## src/rtl/irq_bank_pkg.sv

```systemverilog
package irq_bank_pkg;

    localparam int LOC_W = 12;

    typedef enum logic [1:0] {
        WIN_P0   = 2'd0,
        WIN_P1   = 2'd1,
        WIN_P2   = 2'd2,
        WIN_GATE = 2'd3
    } win_e;

    typedef struct packed {
        logic hit;
        logic rd;
        logic wr;
        win_e win;
    } strobe_t;

    typedef struct packed {
        logic gate;
        logic swap;
        logic b16;
        logic b17;
    } bank_state_t;

endpackage

```

## src/rtl/irq_bank_sync.sv

```systemverilog
module irq_bank_sync #(
    parameter int N      = 3,
    parameter int STAGES = 2
) (
    input  logic         clk,
    input  logic         rst_n,
    input  logic [N-1:0] raw,
    output logic [N-1:0] lvl
);
    logic [N-1:0] stage_d [STAGES];
    logic [N-1:0] stage_q [STAGES];

    always_comb begin
        stage_d[0] = raw;
        for (int s = 1; s < STAGES; s++) begin
            stage_d[s] = stage_q[s-1];
        end
    end

    always_ff @(posedge clk) begin
        for (int s = 0; s < STAGES; s++) begin
            if (!rst_n) stage_q[s] <= '0;
            else        stage_q[s] <= stage_d[s];
        end
    end

    assign lvl = stage_q[STAGES-1];
endmodule

```

## src/rtl/irq_bank_decode.sv

```systemverilog
module irq_bank_decode
    import irq_bank_pkg::*;
(
    input  logic [LOC_W-1:0] loc_addr,
    input  logic             rd_stb,
    input  logic             wr_stb,
    output strobe_t          stb
);
    localparam int TOP_W = LOC_W - 8;

    logic [5:0] unused_low;
    assign unused_low = loc_addr[5:0];

    always_comb begin
        stb     = '0;
        stb.hit = (loc_addr[LOC_W-1:8] == {TOP_W{1'b1}});
        stb.win = win_e'(loc_addr[7:6]);
        stb.rd  = rd_stb & stb.hit;
        stb.wr  = wr_stb & stb.hit;
    end
endmodule

```

## src/rtl/irq_bank_state.sv

```systemverilog
module irq_bank_state
    import irq_bank_pkg::*;
#(
    parameter int ROM_SEL = 1
) (
    input  logic        clk,
    input  logic        rst_n,
    input  strobe_t     stb,
    output bank_state_t st_q
);
    localparam bit HAS_B17 = (ROM_SEL != 0);

    bank_state_t st_d;

    always_comb begin
        st_d = st_q;
        if (stb.wr) begin
            unique case (stb.win)
                WIN_P0:   st_d.swap = ~st_q.swap;
                WIN_P1: begin
                    st_d.b16  = 1'b1;
                    st_d.gate = 1'b0;
                end
                WIN_P2:   if (HAS_B17) st_d.b17 = 1'b1;
                WIN_GATE: begin
                    st_d.gate = 1'b1;
                    st_d.swap = 1'b0;
                    st_d.b16  = 1'b0;
                    st_d.b17  = 1'b0;
                end
                default: st_d = st_q;
            endcase
        end
    end

    always_ff @(posedge clk) begin
        if (!rst_n) st_q <= '0;
        else        st_q <= st_d;
    end

    a_r4_gate_opens: assert property (@(posedge clk) disable iff (!rst_n)
        (stb.wr && stb.win == WIN_GATE) |=> st_q.gate);
    a_r6_bank_cleared: assert property (@(posedge clk) disable iff (!rst_n)
        (stb.wr && stb.win == WIN_GATE) |=> (!st_q.swap && !st_q.b16 && !st_q.b17));
    a_r7_swap_toggles: assert property (@(posedge clk) disable iff (!rst_n)
        (stb.wr && stb.win == WIN_P0) |=> (st_q.swap != $past(st_q.swap)));
    a_r8_b16_closes_gate: assert property (@(posedge clk) disable iff (!rst_n)
        (stb.wr && stb.win == WIN_P1) |=> (st_q.b16 && !st_q.gate));
    a_r9_b17_sticky: assert property (@(posedge clk) disable iff (!rst_n)
        (st_q.b17 && !(stb.wr && stb.win == WIN_GATE)) |=> st_q.b17);
    a_r10_no_change_outside: assert property (@(posedge clk) disable iff (!rst_n)
        (!stb.wr) |=> $stable(st_q));
endmodule

```

## src/rtl/irq_bank_ctl.sv

```systemverilog
module irq_bank_ctl
    import irq_bank_pkg::*;
#(
    parameter int NUM_PORTS   = 3,
    parameter int ROM_SEL     = 1,
    parameter int SYNC_STAGES = 2
) (
    input  logic             clk,
    input  logic             rst_n,
    input  logic [LOC_W-1:0] loc_addr,
    input  logic             rd_stb,
    input  logic             wr_stb,
    input  logic [2:0]       irq_raw,
    output logic [7:0]       rd_data,
    output logic             host_irq,
    output logic             rom_a14,
    output logic             rom_a16,
    output logic             rom_a17,
    output logic             rom_a18
);
    strobe_t         stb;
    bank_state_t     st_q;
    logic [2:0]      lvl;
    logic [NUM_PORTS-1:0] sync_lvl;

    typedef struct packed {
        logic [7:0] rdata;
    } out_t;
    out_t out_d, out_q;

    irq_bank_decode u_decode (
        .loc_addr (loc_addr),
        .rd_stb   (rd_stb),
        .wr_stb   (wr_stb),
        .stb      (stb)
    );

    irq_bank_state #(.ROM_SEL(ROM_SEL)) u_state (
        .clk   (clk),
        .rst_n (rst_n),
        .stb   (stb),
        .st_q  (st_q)
    );

    irq_bank_sync #(.N(NUM_PORTS), .STAGES(SYNC_STAGES)) u_sync (
        .clk   (clk),
        .rst_n (rst_n),
        .raw   (irq_raw[NUM_PORTS-1:0]),
        .lvl   (sync_lvl)
    );

    generate
        if (NUM_PORTS == 2) begin : g_two_port
            logic unused_p2;
            assign unused_p2 = irq_raw[2];
            assign lvl = {1'b0, sync_lvl};
        end else begin : g_three_port
            assign lvl = sync_lvl;
        end
    endgenerate

    always_comb begin
        out_d = '0;
        if (stb.rd && stb.win != WIN_GATE) begin
            out_d.rdata = {lvl[stb.win], 7'b0};
        end
    end

    always_ff @(posedge clk) begin
        if (!rst_n) out_q <= '0;
        else        out_q <= out_d;
    end

    assign rd_data  = out_q.rdata;
    assign host_irq = st_q.gate & (|lvl);
    assign rom_a16  = st_q.b16;
    assign rom_a17  = st_q.b17;

    generate
        if (ROM_SEL == 2) begin : g_swap_hi
            assign rom_a14 = 1'b0;
            assign rom_a18 = st_q.swap;
        end else begin : g_swap_lo
            assign rom_a14 = st_q.swap;
            assign rom_a18 = 1'b0;
        end
    endgenerate

    a_r2_low_bits_zero: assert property (@(posedge clk) disable iff (!rst_n)
        rd_data[6:0] == 7'd0);
    a_r4_gate_unreadable: assert property (@(posedge clk) disable iff (!rst_n)
        (stb.rd && stb.win == WIN_GATE) |=> (rd_data == 8'h00));
    a_r10_outside_reads_zero: assert property (@(posedge clk) disable iff (!rst_n)
        (rd_stb && !stb.hit) |=> (rd_data == 8'h00));

    generate
        if (NUM_PORTS == 2) begin : g_chk_two
            a_r3_port2_silent: assert property (@(posedge clk) disable iff (!rst_n)
                (stb.rd && stb.win == WIN_P2) |=> (rd_data == 8'h00));
        end
    endgenerate
endmodule

```

## config.mk

```make
export PLATFORM = sky130hd
export DESIGN_NAME = irq_bank_ctl
export DESIGN_NICKNAME = d
export VERILOG_FILES = /design/src/rtl/irq_bank_pkg.sv /design/src/rtl/irq_bank_sync.sv /design/src/rtl/irq_bank_decode.sv /design/src/rtl/irq_bank_state.sv /design/src/rtl/irq_bank_ctl.sv
export SDC_FILE = /design/constraint.sdc
export NUM_CORES = 1
export LEC_CHECK = 0
export BUFFER_PORTS_ARGS = -buffer_cell sky130_fd_sc_hd__buf_4
export CORE_UTILIZATION = 38
export CTS_BUF_LIST = sky130_fd_sc_hd__clkbuf_4 sky130_fd_sc_hd__clkbuf_8
export DETAILED_ROUTE_END_ITERATION = 8
export PLACE_DENSITY = 0.87
export REMOVE_ABC_BUFFERS = 1
export SLEW_MARGIN = 10
export SYNTH_ARGS = -nofsm -noshare
export SYNTH_HDL_FRONTEND = slang
export SYNTH_HIERARCHICAL = 1
export SYNTH_SLANG_ARGS = --single-unit
```

## constraint.sdc

```tcl
create_clock -name clk -period 1.1 [get_ports clk]
set_input_delay 0.165 -clock clk [delete_from_list [all_inputs] [get_ports clk]]
set_output_delay 0.165 -clock clk [all_outputs]
set_load 0.02 [all_outputs]
```

==> summary.txt, run 1 <==
Layout
  – Commonest cells after routing, fill and taps aside: sky130_fd_sc_hd__buf_4 (18), sky130_fd_sc_hd__dfxtp_1 (11), sky130_fd_sc_hd__conb_1 (8), sky130_fd_sc_hd__and2_1 (8), sky130_fd_sc_hd__clkbuf_4 (4)
  – Layout filler cell count: 114
  – Post-layout utilization of the core: 56.0%
  – Most common cell after layout, fill and taps aside: sky130_fd_sc_hd__buf_4
  – Ant diodes: 0
  – Final design instance area without fill: 664 um2
  – Final #Nets: 95
  – Final instance count without filler cells: 86
  – Layout overhead on the synthesized area: 28.0%
  – Proportion of layout cells with a drive suffix above 1: 36.1%

Routing
  – Routed WL per cell: 9.87 um
  – Count of antenna-violating nets left after detailed routing: 0
  – Vias: 399
  – Iteration-0 DRC count of the detailed router: 2
  – Mean number of vias per cell: 4.64
  – First drt pass iteration count: 2
  – Post-Route WL: 849 um
  – DRC viols: 0

Logic synthesis
  – Cell variety after synth: 19
  – Number of synthesis warnings: 6
  – Synthesized flop and latch total: 11
  – Number of cells produced by synthesis: 52
  – Total standard cell area after synthesis: 519 um2
  – Syn avg cell area: 9.99 um2
  – Share of synthesized area occupied by flip-flops and latches: 42.4%

Critical path
  – Max Fanout on Critical Path: 2
  – Worst path arrival time: 1.02 ns
  – Worst setup EP type: output port
  – Critical Setup Path Class: reg2out
  – Critical path startpoint category: flip-flop
  – Required time at the endpoint of the critical path: 0.94 ns

Place
  – Number of cells after detailed placement: 82
  – Area after detailed placement: 631 um2
  – Post-placement setup slack: -0.0523 ns
  – Count of buffers inserted at the top-level ports: 17
  – HPWL after DPL: 670 um
  – Routability congestion estimate: 0.723

Clock network
  – Reg clk slew, reported paths: 0.07 ns
  – # H-tree levels: 1
  – Clock Sinks: 11
  – Max Root-Sink Buffers: 2
  – TritonCTS clock tree: yes
  – Number of clock buffers inserted by TritonCTS: 3
  – Buffer type at the clock tree root: sky130_fd_sc_hd__clkbuf_4
  – Setup Fix Bufs, Post-CTS: 0
  – Clock Latency Late Sink: 0.27 ns

Timing
  – Final setup violation count: 1
  – Max Fclk: 0.846 GHz
  – Count of endpoints failing hold in the final timing report: 0
  – Share of the clock period used by the worst path after layout: 107%
  – Unrepaired setup endpoints after global routing: true
  – Final number of max-transition violations: 0
  – Setup slack of the critical path after layout: -0.0814 ns
  – Clock period minus worst slack: 1.18 ns
  – Final setup skew: 0.000653 ns

Global routing
  – Wire length of the first global-routing pass: 1460 um
  – Largest net degree at the start of global routing: 12
  – Number of global-route vias before repair: 389
  – Remaining global-route overflow: 0
  – All-Layer GR Usage: 15.8%
  – Antenna violations before repair: 0

Flow run
  – Number of maximum-capacitance constraint violations: 0

Pwr
  – Leakage power figure: 0.328 nW
  – Overall power: 0.000810 W
  – Peak VDD IR: 0.758 mV
  – Power per Cell Area: 1220 nW/um2

Floorplanning
  – Die Outline Area: 1520 um2
  – Top-level I/O count: 32
  – DIE HEIGHT: 39.0 um
  – Cell row count: 12
  – Horiz. Die Dim: 39.0 um
  – Initial Utilization: 43.8%
  – Core outline area: 1190 um2

Outcome
  – Result of the run: complete, but fails checks
  – Violations in the final reports: negative setup slack

Hold path
  – Worst Hold Class: in2reg
==> logic make-up after synthesis <==
family,Yosys count,synth area share (%)
mux,1,1.93
other cells,1,0.722
simple gates,15,18.3
flops,11,42.4
buf+inv,12,15.9
fa+ha+maj,3,7.23
compound gates,9,13.5
==> worst paths after layout <==
kind | start | endpoint | slack, ns | cells past startpoint
worst max-delay path | u_sync/stage_q[1][1] | host_irq | -0.08 | 2
worst min register to register | u_sync/stage_q[0][1] | u_sync/stage_q[1][1] | 0.43 | 1
worst max register to register | u_state/st_q[2] | u_state/st_q[2] | 0.28 | 2
worst min-delay path | irq_raw[2] | u_sync/stage_q[0][2] | 0.1 | 2
==> critical path, stage by stage (launching register included) <==
cell and delay [ns]:
sky130_fd_sc_hd__dfxtp_1 0.31, sky130_fd_sc_hd__o31a_1 0.30, sky130_fd_sc_hd__buf_6 0.13
==> flip-flops by register name, indices dropped and copies added (netlist names) <==
register and flops:
u_sync/stage_q 6, rd_data 1, u_state/st_q 4
==> routing by layer <==
layer | wire length, um | global-route usage, %
met1 | 311 | 13.5
met3 | 68 | 5.20
met5 | 0 | 0
met4 | 27 | 15.5
met2 | 441 | 27.5
==> layout make-up <==
cell class | instances | area [um2] | share of cell area (%)
multi-input cells | 36 | 243 | 36.5
flip-flops and latches | 11 | 220 | 33.1
repair buffers | 19 | 146 | 22.0
clock buffers | 4 | 30.0 | 4.52
well taps | 14 | 17.5 | 2.64
inverters | 2 | 7.51 | 1.13
==> Yosys cell counts (all sizes together) <==
cell type | instances | share of area (%)
dfxtp | 11 | 42
buf | 10 | 14
and2 | 8 | 9.6
ha | 3 | 7.2
a21bo | 2 | 3.9
a21boi | 2 | 2.9
a21oi | 2 | 1.9
inv | 2 | 1.4
nand2 | 2 | 1.4
nor2 | 2 | 1.4
and4 | 1 | 2.2
and4bb | 1 | 2.4
conb | 1 | 0.72
mux2i | 1 | 1.9
nand4 | 1 | 1.2
o21a | 1 | 1.4
o31a | 1 | 1.7
o32ai | 1 | 1.7
==> power breakdown <==
group	internal, W	switching, W
Sequential	0.000410	0.00000360
Combinational	0.0000483	0.0000520
Clock	0.000165	0.000132
Total	0.000623	0.000187
==> metrics by stage <==
step                hold WS, ns  setup TNS (ns)
global placement          0.373         -0.0419
detailed placement        0.376         -0.0828
floorplan                 0.263               0
global route             0.0968          -0.125
finish                   0.0989         -0.0814
CTS                      0.0874          -0.104
==> timing repair <==
action | CTS | global route
hold buffers | 0 | 0
cloned | 0 | 0
endpoints found under the setup margin | 1 | 1
resized for setup | 1 | 0
Power figures use the tool's default switching activity.
==> run 2, diff against run 1 <==
- ABC_AREA: default -> 1
- CORE_UTILIZATION: 38 -> 39
- PLACE_DENSITY: 0.87 -> 0.88
==> run 2 against run 1 <==
The flow now finishes without violations. Global-route usage decreased by 2.5 points. First-iteration DRC count rose to 4.0 times the previous value. Wire length is 3.1% higher. Largest power group unchanged. Highest routed layer is now met3.
==> summary.txt, run 2 <==
Routing
  – Routed WL per cell: 8.03 um
  – First drt pass iteration count: 4
  – DRC viols: 0
  – Count of antenna-violating nets left after detailed routing: 0
  – Vias: 445
  – Post-Route WL: 875 um
  – Iteration-0 DRC count of the detailed router: 8
  – Mean number of vias per cell: 4.08

Hold path
  – Worst Hold Class: in2reg

Layout
  – Flip-flop count of the largest register, all copies and words added: 6
  – Commonest cells after routing, fill and taps aside: sky130_fd_sc_hd__buf_4 (18), sky130_fd_sc_hd__nand2_1 (17), sky130_fd_sc_hd__inv_1 (15)
  – Proportion of layout cells with a drive suffix above 1: 28.7%
  – Most common cell after layout, fill and taps aside: sky130_fd_sc_hd__buf_4
  – Register bank with the most flops: u_sync/stage_q
  – Final #Nets: 117
  – Ant diodes: 0
  – Final design instance area without fill: 678 um2
  – Layout overhead on the synthesized area: 25.8%
  – Final instance count without filler cells: 109

Flow run
  – Number of maximum-capacitance constraint violations: 0

Place
  – Count of buffers inserted at the top-level ports: 17
  – HPWL after DPL: 695 um
  – Routability congestion estimate: 0.677
  – Number of cells after detailed placement: 105
  – Area after detailed placement: 644 um2

Floorplanning
  – Cell row count: 13
  – Core outline area: 1300 um2
  – Top-level I/O count: 32
  – DIE HEIGHT: 39.2 um
  – Die Outline Area: 1540 um2
  – Initial Utilization: 41.4%
  – Horiz. Die Dim: 39.2 um

Critical path
  – Cell breakdown of the critical path: a21boi_1 > buf_4
  – R2r setup slk: 0.43 ns
  – Worst path arrival time: 0.91 ns
  – Worst setup EP type: output port
  – Crit-path leading delay family: flip-flops
  – Slowest cell delay on critical path: 0.33 ns
  – Buf/Inv on CP: 1
  – Max Fanout on Critical Path: 2
  – Critical Setup Path Class: reg2out
  – Critical Path Slowest Stage Cell: sky130_fd_sc_hd__dfxtp_1
  – Required time at the endpoint of the critical path: 0.94 ns
  – Critical path startpoint category: flip-flop

Timing
  – Count of endpoints failing hold in the final timing report: 0
  – Final setup skew: 0.00255 ns
  – Clock period minus worst slack: 1.08 ns
  – Worst hold slack: 0.0832 ns
  – Final number of max-transition violations: 0
  – Max Fclk: 0.930 GHz
  – Share of the clock period used by the worst path after layout: 97.8%
  – Final setup violation count: 0
  – Unrepaired setup endpoints after global routing: true

Clock network
  – Clock Latency Late Sink: 0.26 ns
  – Number of clock buffers inserted by TritonCTS: 3
  – Reg clk slew, reported paths: 0.06 ns
  – Setup Fix Bufs, Post-CTS: 0
  – Clock Sinks: 11
  – TritonCTS clock tree: yes
  – Buffer type at the clock tree root: sky130_fd_sc_hd__clkbuf_4
  – # H-tree levels: 1
  – Max Root-Sink Buffers: 2

Global routing
  – Antenna violations before repair: 0
  – Wire length of the first global-routing pass: 1310 um
  – All-Layer GR Usage: 13.3%
  – Number of global-route vias before repair: 391
  – Remaining global-route overflow: 0
  – Largest net degree at the start of global routing: 11

Logic synthesis
  – Syn avg cell area: 7.19 um2
  – Number of cells produced by synthesis: 75
  – Number of synthesis warnings: 6
  – Total standard cell area after synthesis: 539 um2

Pwr
  – Peak VDD IR: 0.494 mV
  – Overall power: 0.000811 W
  – Leakage power figure: 0.407 nW
  – Power per Cell Area: 1200 nW/um2

Outcome
  – Result of the run: complete, no violations
-- run 2: path summary, 6_finish.rpt --
path	to	depth (start not counted)	startpoint
worst max-delay path	host_irq	2	u_state/st_q[3]
worst min-delay path	u_sync/stage_q[0][1]	3	irq_raw[1]
worst max register to register	rd_data[7]	4	u_sync/stage_q[1][0]
worst min register to register	u_sync/stage_q[1][1]	2	u_sync/stage_q[0][1]
-- run 2: repair_timing --
item	in CTS	in global routing
hold buffers	0	0
setup endpoints to repair	1	1
resized for setup	3	2
-- run 2: per-layer routing --
layer | GRT usage, % | routed length (um)
met1 | 10.2 | 348
met2 | 26.7 | 454
met3 | 5.20 | 72
met4 | 7.76 | 0
met5 | 0 | 0
-- run 2: report_power, final --
group	internal [W]	leakage (nW)	switching [W]	total [W]
combinational	0.0000445	0.297	0.0000614	0.000106
sequential	0.000411	0.0911	0.00000410	0.000415
clock	0.000165	0.0184	0.000125	0.000290
total	0.000620	0.407	0.000191	0.000811
-- run 2: worst register-to-register path, cell delays in order, from the launching register on --
cell                      delay, ns
sky130_fd_sc_hd__dfxtp_2       0.32
sky130_fd_sc_hd__nor2_1        0.09
sky130_fd_sc_hd__nand2_1       0.05
sky130_fd_sc_hd__nand3_1       0.06
sky130_fd_sc_hd__nor2_1        0.04
-- run 2: final cells by class --
cell class	count	area, um2
repair buffers	18	135
fillers	142	623
clock buffers	4	30.0
inverters	16	60.1
multi-input cells	45	210
well taps	15	18.8
flip-flops and latches	11	224
-- run 2: per-stage QoR --
stage | util (%) | setup TNS, ns | worst slack, ns
2_1_floorplan | - | 0 | 0.0957
3_3_place_gp | 49.5 | 0 | 0.168
3_5_place_dp | 49.5 | 0 | 0.144
4_1_cts | 52.0 | 0 | 0.000909
5_1_grt | 52.1 | -0.0239 | -0.0239
6_report | 52.1 | 0 | 0.0247
==> run 3, diff against run 2 <==
- CORE_AREA: default -> 2 2 39 41
- CORE_UTILIZATION: 39 -> default
- CTS_BUF_LIST: sky130_fd_sc_hd__clkbuf_4 sky130_fd_sc_hd__clkbuf_8 -> default
- DIE_AREA: default -> 0 0 41 43
- clock period: 1.1 -> 1.4 ns (I/O delays scaled with it)
==> run 3 against run 2 <==
Critical path type unchanged. Sequential cell count unchanged. Combinational power down 22%. Clock power down 28%. Wire length down 4.1%. Clock skew up 0.0042 ns. Total power down 24%. Via count down 0.67%.
==> summary.txt, run 3 (same netlist as run 2, synthesis figures left out) <==
Outcome
  – Result of the run: complete, no violations

Place
  – Area after detailed placement: 646 um2
  – Count of buffers inserted at the top-level ports: 17
  – HPWL after DPL: 684 um
  – Routability congestion estimate: 0.680

Clock network
  – Number of clock buffers inserted by TritonCTS: 3
  – Post-CTS Hold Buffers: 0
  – # H-tree levels: 1
  – Clock Latency Late Sink: 0.26 ns
  – Max Root-Sink Buffers: 2
  – TritonCTS clock tree: yes
  – Buffer type at the clock tree root: sky130_fd_sc_hd__clkbuf_4
  – Total of cells resized after clock tree synthesis: 0
  – Setup Fix Bufs, Post-CTS: 0
  – Clock Sinks: 11
  – Reg clk slew, reported paths: 0.07 ns

Floorplanning
  – Cell row count: 14
  – Horiz. Die Dim: 41 um
  – DIE HEIGHT: 43 um
  – Top-level I/O count: 32
  – Core outline area: 1380 um2
  – Initial Utilization: 39.0%
  – Die Outline Area: 1760 um2

Pwr
  – Leakage power figure: 0.402 nW
  – Power per Cell Area: 920 nW/um2
  – Peak VDD IR: 0.460 mV
  – Overall power: 0.000618 W

Critical path
  – Critical Setup Path Class: reg2out
  – Max Fanout on Critical Path: 2
  – Critical Path Slowest Stage Cell: sky130_fd_sc_hd__dfxtp_1
  – Worst path arrival time: 0.95 ns
  – Crit-path leading delay family: flip-flops
  – Required time at the endpoint of the critical path: 1.19 ns
  – Critical path startpoint category: flip-flop
  – Slowest cell delay on critical path: 0.34 ns
  – Worst setup EP type: output port
  – Buf/Inv on CP: 1
  – Cell breakdown of the critical path: nor2_1 > a21boi_0 > buf_4

Timing
  – Clock period minus worst slack: 1.16 ns
  – Count of endpoints failing hold in the final timing report: 0
  – Unrepaired setup endpoints after global routing: false
  – Final setup violation count: 0
  – Final number of max-transition violations: 0
  – Share of the clock period used by the worst path after layout: 83.0%
  – Setup TNS Final: 0 ns
  – Max Fclk: 0.860 GHz
  – Final setup skew: 0.00671 ns
  – Worst hold slack: 0.123 ns

Global routing
  – Number of global-route vias before repair: 404
  – Largest net degree at the start of global routing: 11
  – Wire length of the first global-routing pass: 1350 um
  – Remaining global-route overflow: 0
  – Antenna violations before repair: 0
  – All-Layer GR Usage: 11.6%

Layout
  – Register bank with the most flops: u_sync/stage_q
  – Flip-flop count of the largest register, all copies and words added: 6
  – Ant diodes: 0
  – Seq. cell area: 220 um2
  – Total area of multi-input combinational cells: 210 um2
  – Post-layout utilization of the core: 48.6%
  – Final design instance area without fill: 672 um2
  – Layout overhead on the synthesized area: 24.6%
  – Most common cell after layout, fill and taps aside: sky130_fd_sc_hd__buf_4
  – Final #Nets: 117
  – Commonest cells after routing, fill and taps aside: sky130_fd_sc_hd__buf_4 (18), sky130_fd_sc_hd__nand2_1 (17), sky130_fd_sc_hd__inv_1 (16)
  – Proportion of layout cells with a drive suffix above 1: 23.4%
  – Layout filler cell count: 133

Routing
  – Iteration-0 DRC count of the detailed router: 4
  – Mean number of vias per cell: 4.02
  – Post-Route WL: 839 um
  – DRC viols: 0
  – First drt pass iteration count: 2
  – Vias: 442
  – Routed WL per cell: 7.63 um
  – Count of antenna-violating nets left after detailed routing: 0

Flow run
  – Number of maximum-capacitance constraint violations: 0

Hold path
  – Worst Hold Class: in2reg
run 3: changes by cell type in the layout (fill, tap and decap cells not counted):
cell	previous run	this run
sky130_fd_sc_hd__clkbuf_1	0	1
sky130_fd_sc_hd__inv_1	15	16
sky130_fd_sc_hd__dfxtp_2	3	0
sky130_fd_sc_hd__dfxtp_1	8	11
sky130_fd_sc_hd__a21boi_1	1	0
sky130_fd_sc_hd__clkbuf_4	4	3
sky130_fd_sc_hd__a21boi_0	0	1
sky130_fd_sc_hd__inv_2	1	0
run 3: worst reg2reg max path, delay by kind of cell, from the launching register on:
family / cells / cell delay (ns)
flops: 1 / 0.32
simple gates: 4 / 0.26
run 3: layout make-up:
cell class,count,share of cell area [%]
sequential,11,32.8
multi-input combinational,45,31.3
timing repair buffer,18,20.1
inverter,16,8.94
clock buffer,4,3.91
tap,16,2.98
run 3: per-layer routing:
layer	share of wire, %	global-route usage [%]	vias to the layer above
met5	0	0	-
met4	0	8.00	0
met3	9.3	4.71	0
met2	50	19.4	18
met1	40	10.5	187
li1	-	-	237
run 3: through the flow:
| step | setup WS, ns | std cells |
|---|---|---|
| floorplan | 0.351 | 72 |
| global placement | 0.420 | 106 |
| detailed placement | 0.403 | 106 |
| CTS | 0.218 | 110 |
| global route | 0.144 | 110 |
| finish | 0.238 | 110 |
run 3: path summary, 6_finish.rpt:
path | start | end | slack, ns | depth (start not counted)
setup / recovery | u_sync/stage_q[1][0] | host_irq | 0.24 | 3
hold / removal | irq_raw[0] | u_sync/stage_q[0][0] | 0.12 | 3
setup reg to reg | u_sync/stage_q[1][0] | rd_data[7] | 0.72 | 4
hold reg to reg | u_sync/stage_q[0][1] | u_sync/stage_q[1][1] | 0.41 | 2
run 3: where the power goes:
part	leakage (nW)	total, W	switching (W)	internal, W
clock	0.0150	0.000210	0.0000998	0.000110
combinational	0.297	0.0000827	0.0000481	0.0000346
sequential	0.0900	0.000325	0.00000326	0.000322
total	0.402	0.000618	0.000151	0.000467
